## config.mk

```make
export PLATFORM = sky130hd
export DESIGN_NAME = adc_rd_ctrl
export DESIGN_NICKNAME = d
export VERILOG_FILES = /design/src/rtl/adc_rd_pkg.sv /design/src/rtl/adc_sclk_div.sv /design/src/rtl/adc_frame_engine.sv /design/src/rtl/adc_cmd_seq.sv /design/src/rtl/adc_rd_ctrl.sv
export SDC_FILE = /design/constraint.sdc
export NUM_CORES = 1
export LEC_CHECK = 0
export ABC_AREA = 1
export ABC_CLOCK_PERIOD_IN_PS = 1180
export CORE_ASPECT_RATIO = 1.5
export CORE_MARGIN = 3
export CORE_UTILIZATION = 40
export DETAILED_ROUTE_END_ITERATION = 10
export PLACE_DENSITY = 0.63
export SLEW_MARGIN = 40
export SYNTH_ARGS = -nofsm -noshare
export SYNTH_HDL_FRONTEND = slang
export SYNTH_SLANG_ARGS = --single-unit
```

## constraint.sdc

```tcl
create_clock -name clk -period 1.18 [get_ports clk]
set_input_delay 0.236 -clock clk [delete_from_list [all_inputs] [get_ports clk]]
set_output_delay 0.236 -clock clk [all_outputs]
set_load 0.02 [all_outputs]
```

## src/rtl/adc_rd_pkg.sv

```systemverilog
// Shared definitions for the serial ADC read controller.
// Assumes a converter frame of 16 serial clocks with 4 leading bits.
package adc_rd_pkg;
    typedef enum logic [1:0] {
        OP_CONVERT = 2'd0,
        OP_SLEEP   = 2'd1,
        OP_WAKE    = 2'd2,
        OP_NONE    = 2'd3
    } adc_op_e;

    localparam int FRAME_LEN  = 16;
    localparam int LEAD_BITS  = 4;
    localparam int EDGE_W     = 5;
endpackage

```

## src/rtl/adc_sclk_div.sv

```systemverilog
// Serial clock phase timer: pulses tick once every DIV cycles while run is high.
// Assumes DIV >= 1; the count restarts whenever run is low.
module adc_sclk_div #(
    parameter int DIV = 2
) (
    input  logic clk,
    input  logic rst_n,
    input  logic run,
    output logic tick
);
    localparam int CW = (DIV < 2) ? 1 : $clog2(DIV + 1);
    localparam logic [CW-1:0] LAST = CW'(DIV - 1);

    logic [CW-1:0] cnt;

    assign tick = run && (cnt == LAST);

    // Phase counter: counts while running, wraps at the end of each phase.
    always_ff @(posedge clk) begin
        if (!rst_n || !run) cnt <= '0;
        else if (cnt == LAST) cnt <= '0;
        else cnt <= cnt + 1'b1;
    end
endmodule

```

## src/rtl/adc_frame_engine.sv

```systemverilog
// Frame engine: drops chip select, produces falling/rising serial clock
// phases on each tick, shifts in one data bit per falling edge, and ends
// the frame after 16 edges or after ABORT_EDGE edges for a short frame.
// Assumes start is only raised while the engine is idle.
module adc_frame_engine
    import adc_rd_pkg::*;
#(
    parameter int ABORT_EDGE = 4
) (
    input  logic                 clk,
    input  logic                 rst_n,
    input  logic                 start,
    input  logic                 short_req,
    input  logic                 tick,
    input  logic                 sdata,
    output logic                 cs_n,
    output logic                 sclk,
    output logic                 active,
    output logic                 done,
    output logic [FRAME_LEN-1:0] frame
);
    typedef enum logic [1:0] {F_IDLE, F_LEAD, F_LOW, F_HIGH} fe_state_e;

    localparam logic [EDGE_W-1:0] FULL_L  = EDGE_W'(FRAME_LEN);
    localparam logic [EDGE_W-1:0] SHORT_L = EDGE_W'(ABORT_EDGE);

    fe_state_e          st;
    logic [EDGE_W-1:0]  edges;
    logic               short_q;
    logic [EDGE_W-1:0]  limit;

    assign limit  = short_q ? SHORT_L : FULL_L;
    assign active = (st != F_IDLE);

    // Frame sequencing: chip select, serial clock phases, sampling, edge count.
    always_ff @(posedge clk) begin
        if (!rst_n) begin
            st      <= F_IDLE;
            cs_n    <= 1'b1;
            sclk    <= 1'b1;
            edges   <= '0;
            short_q <= 1'b0;
            done    <= 1'b0;
            frame   <= '0;
        end else begin
            done <= 1'b0;
            case (st)
                F_IDLE: if (start) begin
                    cs_n    <= 1'b0;
                    edges   <= '0;
                    short_q <= short_req;
                    st      <= F_LEAD;
                end
                F_LEAD: if (tick) begin
                    sclk  <= 1'b0;
                    frame <= {frame[FRAME_LEN-2:0], sdata};
                    edges <= EDGE_W'(1);
                    st    <= F_LOW;
                end
                F_LOW: if (tick) begin
                    sclk <= 1'b1;
                    if (edges == limit) begin
                        cs_n <= 1'b1;
                        done <= 1'b1;
                        st   <= F_IDLE;
                    end else begin
                        st <= F_HIGH;
                    end
                end
                F_HIGH: if (tick) begin
                    sclk  <= 1'b0;
                    frame <= {frame[FRAME_LEN-2:0], sdata};
                    edges <= edges + 1'b1;
                    st    <= F_LOW;
                end
                default: st <= F_IDLE;
            endcase
        end
    end


    initial abort_window_chk: assert (ABORT_EDGE > 2 && ABORT_EDGE < 10)
        else $error("ABORT_EDGE outside 3..9");


    property p_idle_clk;
        @(posedge clk) disable iff (!rst_n) cs_n |-> sclk;
    endproperty
    idle_clk_chk: assert property (p_idle_clk);


    property p_edge_cap;
        @(posedge clk) disable iff (!rst_n) edges <= FULL_L;
    endproperty
    edge_cap_chk: assert property (p_edge_cap);


    property p_short_end;
        @(posedge clk) disable iff (!rst_n) ($rose(cs_n) && short_q) |-> (edges == SHORT_L);
    endproperty
    short_end_chk: assert property (p_short_end);
endmodule

```

## src/rtl/adc_cmd_seq.sv

```systemverilog
// Command sequencer: runs the power-on dummy frame, accepts commands,
// turns finished frames into responses or discards them, and holds off
// new commands until the response is taken and the quiet time has passed.
// Assumes the engine raises done for one cycle as chip select rises.
module adc_cmd_seq
    import adc_rd_pkg::*;
#(
    parameter int RES       = 12,
    parameter int QUIET_CYC = 4
) (
    input  logic                 clk,
    input  logic                 rst_n,
    input  logic                 cmd_valid,
    input  logic [1:0]           cmd_op,
    output logic                 cmd_ready,
    output logic                 rsp_valid,
    input  logic                 rsp_ready,
    output logic [RES-1:0]       rsp_data,
    output logic                 eng_start,
    output logic                 eng_short,
    input  logic                 eng_done,
    input  logic [FRAME_LEN-1:0] eng_frame
);
    typedef enum logic [2:0] {Q_BOOT, Q_BUSY, Q_RESP, Q_QUIET, Q_READY} sq_state_e;

    localparam int QW = $clog2(QUIET_CYC + 2) + 1;
    localparam logic [QW-1:0] QMAX = QW'(QUIET_CYC);
    localparam int TOP_BIT = FRAME_LEN - LEAD_BITS - 1;

    sq_state_e   st;
    logic        keep_q;
    logic [QW-1:0] qcnt;
    logic        take;
    adc_op_e     op;

    assign op        = adc_op_e'(cmd_op);
    assign cmd_ready = (st == Q_READY);
    assign take      = cmd_ready && cmd_valid;
    assign eng_start = (st == Q_BOOT) || (take && op != OP_NONE);
    assign eng_short = (st == Q_READY) && (op == OP_SLEEP);

    // Command flow, result capture and quiet-time gating.
    always_ff @(posedge clk) begin
        if (!rst_n) begin
            st        <= Q_BOOT;
            keep_q    <= 1'b0;
            qcnt      <= '0;
            rsp_valid <= 1'b0;
            rsp_data  <= '0;
        end else begin
            if (qcnt != QMAX) qcnt <= qcnt + 1'b1;
            case (st)
                Q_BOOT: begin
                    keep_q <= 1'b0;
                    st     <= Q_BUSY;
                end
                Q_BUSY: if (eng_done) begin
                    qcnt <= QW'(1);
                    if (keep_q) begin
                        rsp_data  <= eng_frame[TOP_BIT -: RES];
                        rsp_valid <= 1'b1;
                        st        <= Q_RESP;
                    end else begin
                        st <= Q_QUIET;
                    end
                end
                Q_RESP: if (rsp_ready) begin
                    rsp_valid <= 1'b0;
                    st        <= Q_QUIET;
                end
                Q_QUIET: if (qcnt == QMAX) st <= Q_READY;
                Q_READY: if (take && op != OP_NONE) begin
                    keep_q <= (op == OP_CONVERT);
                    st     <= Q_BUSY;
                end
                default: st <= Q_BOOT;
            endcase
        end
    end


    initial res_param_chk: assert (RES == 8 || RES == 10 || RES == 12)
        else $error("RES must be 8, 10 or 12");


    property p_rsp_hold;
        @(posedge clk) disable iff (!rst_n)
            (rsp_valid && !rsp_ready) |=> (rsp_valid && $stable(rsp_data));
    endproperty
    rsp_hold_chk: assert property (p_rsp_hold);


    property p_ready_excl;
        @(posedge clk) disable iff (!rst_n) cmd_ready |-> !rsp_valid;
    endproperty
    ready_excl_chk: assert property (p_ready_excl);
endmodule

```

## src/rtl/adc_rd_ctrl.sv

```systemverilog
// Top of the serial ADC host read controller: ties the phase timer, the
// frame engine and the command sequencer together.
// Assumes the converter updates its data line after each serial clock fall.
module adc_rd_ctrl
    import adc_rd_pkg::*;
#(
    parameter int CLK_DIV    = 2,
    parameter int RES        = 12,
    parameter int ABORT_EDGE = 4,
    parameter int QUIET_CYC  = 4
) (
    input  logic           clk,
    input  logic           rst_n,
    input  logic           cmd_valid,
    input  logic [1:0]     cmd_op,
    output logic           cmd_ready,
    output logic           rsp_valid,
    input  logic           rsp_ready,
    output logic [RES-1:0] rsp_data,
    output logic           adc_cs_n,
    output logic           adc_sclk,
    input  logic           adc_sdata
);
    localparam int GW = $clog2(QUIET_CYC + 2) + 1;
    localparam logic [GW-1:0] GMAX = GW'(QUIET_CYC);

    logic                 run;
    logic                 tick;
    logic                 start;
    logic                 short_req;
    logic                 done;
    logic [FRAME_LEN-1:0] frame;

    adc_sclk_div #(.DIV(CLK_DIV)) u_div (
        .clk  (clk),
        .rst_n(rst_n),
        .run  (run),
        .tick (tick)
    );

    adc_frame_engine #(.ABORT_EDGE(ABORT_EDGE)) u_eng (
        .clk      (clk),
        .rst_n    (rst_n),
        .start    (start),
        .short_req(short_req),
        .tick     (tick),
        .sdata    (adc_sdata),
        .cs_n     (adc_cs_n),
        .sclk     (adc_sclk),
        .active   (run),
        .done     (done),
        .frame    (frame)
    );

    adc_cmd_seq #(.RES(RES), .QUIET_CYC(QUIET_CYC)) u_seq (
        .clk      (clk),
        .rst_n    (rst_n),
        .cmd_valid(cmd_valid),
        .cmd_op   (cmd_op),
        .cmd_ready(cmd_ready),
        .rsp_valid(rsp_valid),
        .rsp_ready(rsp_ready),
        .rsp_data (rsp_data),
        .eng_start(start),
        .eng_short(short_req),
        .eng_done (done),
        .eng_frame(frame)
    );

    // Checker counter: cycles chip select has been high, saturating.
    logic [GW-1:0] gap_q;
    always_ff @(posedge clk) begin
        if (!rst_n) gap_q <= GMAX;
        else if (!adc_cs_n) gap_q <= '0;
        else if (gap_q != GMAX) gap_q <= gap_q + 1'b1;
    end


    property p_quiet_gap;
        @(posedge clk) disable iff (!rst_n) $fell(adc_cs_n) |-> (gap_q >= GMAX);
    endproperty
    quiet_gap_chk: assert property (p_quiet_gap);


    property p_no_frame_when_ready;
        @(posedge clk) disable iff (!rst_n) cmd_ready |-> adc_cs_n;
    endproperty
    ready_idle_chk: assert property (p_no_frame_when_ready);
endmodule

```

==> results of run 1 <==
==> timing repair <==
| item | CTS | global route |
|---|---|---|
| gates cloned | 3 | 1 |
| hold endpoints to repair | 0 | 0 |
| pin swaps | 33 | 23 |
| resized for setup | 109 | 74 |
| buffers inserted | 6 | 2 |
| setup endpoints to repair | 51 | 52 |
==> power groups by stage <==
| stage | combinational, mW | sequential (mW) | clock, mW |
|---|---|---|---|
| after floorplan | 1.03 | 1.91 | 0 |
| after global placement | 1.73 | 1.86 | 0 |
| after detailed placement | 1.74 | 1.86 | 0 |
| after CTS | 2.04 | 1.89 | 1.45 |
| after global routing | 2.66 | 1.93 | 1.52 |
| final | 2.40 | 1.90 | 1.42 |
==> area by class of cell <==
class	instances	area share (%)
well taps	68	2.59
clock buffers	6	2.51
repair buffers	60	16.8
clock inverters	2	1.83
inverters	29	4.22
flip-flops and latches	46	28.4
multi-input cells	201	43.4
repair inverters	1	0.266
==> cell usage after synthesis (all sizes together) <==
master | count | area, sq um
nor3b | 1 | 7.51
nand4 | 7 | 43.8
o211ai | 1 | 7.51
a21oi | 37 | 215
nand2 | 73 | 304
nor3 | 1 | 5.00
inv | 29 | 111
xor2 | 2 | 17.5
ha | 5 | 62.6
clkbuf | 5 | 18.8
o21bai | 2 | 15.0
nand3 | 30 | 160
buf | 6 | 62.6
nor2 | 29 | 134
dfxtp | 46 | 921
xnor2 | 2 | 17.5
o21ai | 8 | 40.0
==> kinds of logic (layout without fill, tap and decap cells) <==
family / after synthesis / after routing / share of synthesized area [%]
buffers and inverters: 40 / 98 / 8.99
and+or+nand+nor: 141 / 144 / 30.5
AOI/OAI and AO/OA: 48 / 48 / 13.0
xor gates and xnor gates: 4 / 4 / 1.63
DFF: 46 / 46 / 43.0
adders and majority gates: 5 / 5 / 2.92
==> registers in the layout, indices dropped and copies added (netlist names) <==
name             flops
u_eng.frame         12
u_seq.rsp_data      12
u_eng.edges          5
u_seq.qcnt           4
u_seq.st             3
u_div.cnt            2
u_eng.st             2
u_eng.cs_n           1
u_eng.done           1
u_eng.sclk           1
u_eng.short_q        1
u_seq.keep_q         1
u_seq.rsp_valid      1
==> worst paths after layout <==
path	from	to	slack [ps]	cells past startpoint
setup / recovery	u_seq.st[2]$_SDFFE_PN0P_	u_seq.rsp_data[4]$_SDFFE_PN0P_	-100	8
hold / removal	u_div.cnt[0]$_SDFF_PP0_	u_div.cnt[0]$_SDFF_PP0_	420	1
hold reg to reg	u_div.cnt[0]$_SDFF_PP0_	u_div.cnt[0]$_SDFF_PP0_	420	1
setup reg to reg	u_seq.st[2]$_SDFFE_PN0P_	u_seq.rsp_data[4]$_SDFFE_PN0P_	-100	8
==> per-stage QoR <==
stage	setup TNS (ps)	setup WS (ps)	total power, mW	area (sq um)	std cells
after floorplan	-51.1	-6.88	2.95	2150	284
after global placement	-6540	-280	3.58	2620	393
after detailed placement	-6910	-309	3.60	2620	393
after CTS	-1350	-82.6	5.39	3060	410
after global routing	-4650	-171	6.10	3290	413
final	-1760	-97.8	5.72	3290	413
==> routing by layer <==
metal	GRT usage, %	up-vias	wire [um]
li1	-	1042	-
met4	7.09	0	78
met5	0	-	0
met2	37.2	24	3220
met3	3.07	7	114
met1	17.9	981	2110
==> impl_metrics.toml, run 1 <==
[timing]
max_freq_mhz = 783
slew_headroom_pct = 77.1
rsz0062_at_grt = "yes"
tightestPinTransition_ps = 342
setup_ws_ps = -97.8
finalSetupViolCount = 32
hold_violations = 0
hold_ws_ps = 422
period_share_pct = 108
slew_viol_final = 0
timing.clock.skew_ps = 4.09
finalCriticalPeriod_ps = 1280

[global_routing]
grt_pass1_wl_um = 9020
grt_pass1_vias = 2141
antenna_found_initial = 0
grt_max_degree = 16
overflow = 0
grt_usage_pct = 18.4

[power]
p_sw_mw = 2.07
p_clk_share_pct = 24.8
sw_frac_of_total_pct = 36.2
power-per-cell-area_nw_per_um2 = 1740
peakVddDrop_mv = 0.892
p_int_mw = 3.65
comb_power_share_pct = 42.0
p_seq_share_pct = 33.2
p_leak_nw = 1.25

[finish]
syn2layout_area_growth_pct = 53.5
drive_above_1_share_pct = 50.1
diodes = 0
final_common_cell = "nand2_1"
nets = 356
final_cell_mix = "nand2_1, dfxtp_1, buf_4"
ff_latch_area_sq_um = 935
postLayoutCoreUtil_pct = 63.7
multi_input_area_sq_um = 1430
nFillCells = 428

[die]
start_util_pct = 41.5
core_sq_um = 5160
rows = 32
dieArea_sq_um = 6290
die_y_um = 95.7
io-pin-count = 23
die_w_um = 65.8

[yosys]
synthesis.area_sq_um = 2140
synth.distinct_cells = 29
synth_seq_cells = 46
avgSynthCellArea_sq_um = 7.55
yosysWarnings = 0
synthCells = 284
ys_seq_area_share_pct = 43.0
synth_nets = 296

[worst_setup_path]
cp.required_ps = 1410
critPathMaxStageDelay_ps = 330
cp.arrival_ps = 1510
path_buf_inv = 4
cpLargestDelayFamily = "buffers and inverters"
startpoint_type = "register"
crit_path_end_kind = "register"
worst-path-max-fanout = 7
cpMaxStageDelayCell = "dfxtp_2"
worstPathCellList = "buf_6, inv_6, nand3_4, nor2_4, buf_12, buf_12, nand3_4, a21oi_2"
critPathKind = "reg2reg"

[outcome]
outcome = "finished with violations"
violations = "setup timing"

[clocking]
clk_pin_slew_ps = 80
worstSkewPairLatency_ps = 290
cts_hold_buffers = 0
cts.sinks = 46
htree_levels = 2
ctsRootBufferMaster = "clkbuf_8"
cts_buffers = 5
cts_tree = "yes"
cts.path.max_buffers = 2

[drt]
wl_per_cell_um = 13.4
num_vias = 2054
ant_nets = 0
drc_errors = 0
dr.first_iter.drc_count = 57
drt_pass1_iterations = 6
routed_wl_um = 5520
vias_per_cell = 4.97

[place]
hpwl_um = 3520
gp_congestion = 0.862
io_buffers = 22

[worst_hold_path]
hp-class = "reg2reg"

[flow_run]
max_cap_violations = 0
Note: power is estimated with default switching activity, not from simulation.
==> inputs of run 2 (changes only) <==
- SYNTH_HIERARCHICAL: default -> 1
==> impl_metrics.toml, run 2 <==
[die]
start_util_pct = 42.2
die_y_um = 94.3
io-pin-count = 23
dieArea_sq_um = 6110
rows = 31
core_sq_um = 4930
die_w_um = 64.8

[drt]
wl_per_cell_um = 11.7
num_vias = 2047
ant_nets = 0
drc_errors = 0
vias_per_cell = 4.78
drt_pass1_iterations = 4
dr.first_iter.drc_count = 56
routed_wl_um = 5010

[timing]
setup_ws_ps = -286
rsz0062_at_grt = "yes"
hold_violations = 0
tightestPinTransition_ps = 263
max_freq_mhz = 682
finalCriticalPeriod_ps = 1470
slew_headroom_pct = 82.4
slew_viol_final = 0
period_share_pct = 124
finalSetupViolCount = 42
timing.clock.skew_ps = 12.7
fin_tns_setup_ps = -7120

[place]
io_buffers = 22
gp_congestion = 0.807
hpwl_um = 3310

[worst_setup_path]
crit_end = "u_eng/edges[1]$_SDFFE_PN0P_"
crit_path_end_kind = "register"
rrSetupSlack_ps = -290
cp.required_ps = 1370
worst-path-max-fanout = 5
r2r-end = "u_eng/edges[1]$_SDFFE_PN0P_"
ff2ff_path_depth = 10
startpoint = "u_seq/st[1]$_SDFFE_PN0P_"
critPathKind = "reg2reg"
startpoint_type = "register"
r2r-start = "u_seq/st[1]$_SDFFE_PN0P_"
cp.arrival_ps = 1650

[finish]
syn2layout_area_growth_pct = 53.4
nFillCells = 436
final_cell_mix = "nor2_1, buf_4, dfxtp_1"
nets = 377
diodes = 0
final_common_cell = "nor2_1"
drive_above_1_share_pct = 47.5
top_regs = "u_eng/frame x12, u_seq/rsp_data x12, u_eng/edges x5"

[flow_run]
max_cap_violations = 0

[yosys]
avgSynthCellArea_sq_um = 7.29
synthCells = 285
synth_nets = 301
yosysWarnings = 6
synthesis.area_sq_um = 2080

[outcome]
outcome = "finished with violations"
violations = "setup timing"

[global_routing]
grt_pass1_wl_um = 7960
grt_usage_pct = 16.5
overflow = 0
grt_max_degree = 17
grt_pass1_vias = 1929
antenna_found_initial = 0

[clocking]
ctsRootBufferMaster = "clkbuf_8"
htree_levels = 2
cts.path.max_buffers = 2
worstSkewPairLatency_ps = 310
cts_buffers = 5
cts_tree = "yes"
cts.sinks = 46
clk_pin_slew_ps = 90

[power]
power-per-cell-area_nw_per_um2 = 2020
peakVddDrop_mv = 1.11
p_leak_nw = 1.40
total_power_mw = 6.44

[worst_hold_path]
hp-class = "in2reg"
[run 2: area by class of cell]
type                            instances  area, sq um  share of cell area, %
Sequential cell                        46          930                   29.2
Timing Repair Buffer                   75          634                   19.9
Clock buffer                            5         68.8                   2.16
Tap cell                               66         82.6                   2.59
Clock inverter                          3         22.5                  0.707
Multi-Input combinational cell        198         1290                   40.6
Inverter                               34          148                   4.63
Timing Repair inverter                  1         8.76                  0.275
[run 2: worst max-delay path, stage by stage, from the launching register on]
cell,delay (ps)
dfxtp_2,350
nor2_4,120
inv_2,60
a21oi_2,120
inv_1,60
nand2_2,60
o21ai_2,70
nor2_4,170
inv_2,90
o21ai_4,170
nor3_1,70
[run 2: worst min-delay path by stage]
stage / start / endpoint / slack, ps / depth (start not counted)
after floorplan: rst_n / u_eng/st[0]$_SDFFE_PN0P_ / 370 / 2
after global placement: u_div/cnt[0]$_SDFF_PP0_ / u_div/cnt[0]$_SDFF_PP0_ / 420 / 1
after detailed placement: u_div/cnt[0]$_SDFF_PP0_ / u_div/cnt[0]$_SDFF_PP0_ / 420 / 1
after CTS: u_div/cnt[0]$_SDFF_PP0_ / u_div/cnt[0]$_SDFF_PP0_ / 440 / 1
after global routing: cmd_op[1] / u_seq/keep_q$_SDFFE_PN0P_ / 420 / 5
final: cmd_op[1] / u_seq/keep_q$_SDFFE_PN0P_ / 360 / 5
[run 2: report_power, final]
part           internal (mW)  switching [mW]
registers               1.83           0.230
clock network          0.426           0.579
logic                   1.57            1.80
total                   3.83            2.61
[run 2: metal layers]
layer | up-vias | GRT usage, % | wire, um
met5 | - | 0 | 0
met4 | 0 | 8.99 | 125
met3 | 11 | 2.99 | 135
met2 | 26 | 30.6 | 2870
met1 | 948 | 17.0 | 1880
li1 | 1062 | - | -
[run 2: through the flow]
stage          worst slack, ps  hold slack, ps  area [sq um]  util [%]  std cells
3_3_place_gp              -596             419          2710      55.0        409
3_5_place_dp              -659             423          2710      55.0        409
2_1_floorplan             -236             368          2130         -        285
6_report                  -286             357          3190      64.7        428
4_1_cts                   -247             437          3070      62.3        426
5_1_grt                   -389             416          3190      64.7        428
[run 2: what timing repair did]
item                                    4_1_cts  5_1_grt
hold buffers                                  0        0
gates resized for setup                     107       63
endpoints found under the setup margin       57       56
buffers inserted                              8        2
pin swaps                                    17       18
gates cloned                                  1        1
==> inputs of run 3 (changes only) <==
- CORE_ASPECT_RATIO: 1.5 -> default
- MAX_ROUTING_LAYER: default -> met4
==> impl_metrics.toml, run 3 (synthesized netlist as in run 2, its figures left out) <==
[outcome]
outcome = "finished with violations"
violations = "setup timing"

[die]
start_util_pct = 42.6
dieArea_sq_um = 6090
die_y_um = 78.1
core_sq_um = 4880
die_w_um = 78.1
io-pin-count = 23
rows = 25

[worst_setup_path]
rrSetupSlack_ps = -310
path_buf_inv = 4
cpLargestDelayFamily = "flip-flops"
cpMaxStageDelayCell = "dfxtp_4"
crit_path_end_kind = "register"
critPathKind = "reg2reg"
r2r-start = "u_eng/st[0]$_SDFFE_PN0P_"
ff2ff_path_depth = 10
startpoint_type = "register"
worstPathCellList = "inv_4, ha_4, inv_2, nand2_2, clkinv_4, nor2_4, nor2_4, inv_2, o21ai_4, a21oi_1"
worst-path-max-fanout = 5
cp.arrival_ps = 1680
critPathMaxStageDelay_ps = 400
cp.required_ps = 1370
r2r-end = "u_eng/edges[4]$_SDFFE_PN0P_"

[timing]
slew_headroom_pct = 72.9
hold_ws_ps = 363
fin_tns_setup_ps = -6730
slew_viol_final = 0
timing.clock.skew_ps = 11.9
finalSetupViolCount = 38
setup_ws_ps = -314
rsz0062_at_grt = "yes"
period_share_pct = 127
finalCriticalPeriod_ps = 1490
tightestPinTransition_ps = 406
hold_violations = 0
max_freq_mhz = 669

[clocking]
cts_hold_buffers = 0
ctsRootBufferMaster = "clkbuf_8"
clk_pin_slew_ps = 90
worstSkewPairLatency_ps = 300
cts_buffers = 5
htree_levels = 2
cts_tree = "yes"
cts.path.max_buffers = 2
cts.sinks = 46

[finish]
drive_above_1_share_pct = 49.2
instances_no_fill = 425
top_regs = "u_eng/frame x12, u_seq/rsp_data x12, u_eng/edges x5"
postLayoutCoreUtil_pct = 68.0
multi_input_area_sq_um = 1390
nFillCells = 417
syn2layout_area_growth_pct = 59.8
diodes = 0
ff_latch_area_sq_um = 933
final_common_cell = "nor2_1"
nets = 373
final_cell_mix = "nor2_1, dfxtp_1, buf_4"

[worst_hold_path]
hold_end = "u_eng/frame[10]$_SDFFE_PN0P_"
hp-class = "in2reg"
holdPathStages = 3
worst_hold_startpoint = "rst_n"

[place]
gp_congestion = 0.803
dp.cells = 407
io_buffers = 22
hpwl_um = 3210

[drt]
ant_nets = 0
drt_pass1_iterations = 4
wl_per_cell_um = 12.1
drc_errors = 0
vias_per_cell = 4.74
routed_wl_um = 5150
dr.first_iter.drc_count = 98
num_vias = 2016

[global_routing]
grt_usage_pct = 16.5
overflow = 0
grt_max_degree = 24
grt_pass1_vias = 1943
grt_busiest_layer = "met2"
grt_pass1_wl_um = 8100
grt_use_met3_pct = 3.67
grt_util_met2_pct = 28.7
antenna_found_initial = 0
use_met1_pct = 19.3

[power]
p_leak_nw = 1.43
power-per-cell-area_nw_per_um2 = 2050
peakVddDrop_mv = 1.26
total_power_mw = 6.80

[flow_run]
max_cap_violations = 0
[run 3: per-layer routing]
metal	up-vias	routed length, um
li1	1051	-
met1	920	2340
met2	33	2600
met3	12	120
met4	0	88
met5	-	0
[run 3: worst max path at each step]
stage	slack, ps	endpoint	cells after the start	startpoint
floorplan	-240	u_eng/edges[1]$_SDFFE_PN0P_	10	u_seq/st[1]$_SDFFE_PN0P_
global placement	-580	u_eng/edges[1]$_SDFFE_PN0P_	11	cmd_op[0]
detailed placement	-640	u_eng/edges[1]$_SDFFE_PN0P_	11	cmd_op[0]
CTS	-260	u_eng/edges[4]$_SDFFE_PN0P_	10	u_eng/st[0]$_SDFFE_PN0P_
global route	-460	u_eng/edges[3]$_SDFFE_PN0P_	10	u_seq/st[0]$_SDFFE_PN0P_
finish	-310	u_eng/edges[4]$_SDFFE_PN0P_	10	u_eng/st[0]$_SDFFE_PN0P_
[run 3: final cells by class]
cell class | count | area share, %
Clock inverter | 2 | 0.415
Timing Repair Buffer | 71 | 19.0
Timing Repair inverter | 1 | 0.490
Tap cell | 67 | 2.53
Multi-Input combinational cell | 198 | 41.7
Inverter | 34 | 4.90
Sequential cell | 46 | 28.1
Clock buffer | 6 | 2.83
[run 3: stage by stage]
| stage | worst slack, ps | instance area, sq um |
|---|---|---|
| after floorplan | -236 | 2130 |
| after global placement | -580 | 2700 |
| after detailed placement | -636 | 2700 |
| after CTS | -261 | 3050 |
| after global routing | -458 | 3320 |
| final | -314 | 3320 |
[run 3: report_power, final]
group,internal [mW],switching [mW],leakage (nW)
clock network,0.550,0.565,0.0567
registers,1.84,0.242,0.376
logic,1.69,1.91,0.998
total,4.08,2.72,1.43
[run 3: worst min-delay path, delay by kind of cell]
family / cells / cell delay [ps]
compound gates: 1 / 110
simple gates: 1 / 40
buf+inv: 1 / 240
[run 3: repair_timing]
| item | CTS | global route |
|---|---|---|
| setup endpoints to repair | 56 | 58 |
| gates cloned | 0 | 1 |
| resized for setup | 109 | 84 |
| setup buffers | 5 | 10 |
| pin swaps | 22 | 27 |
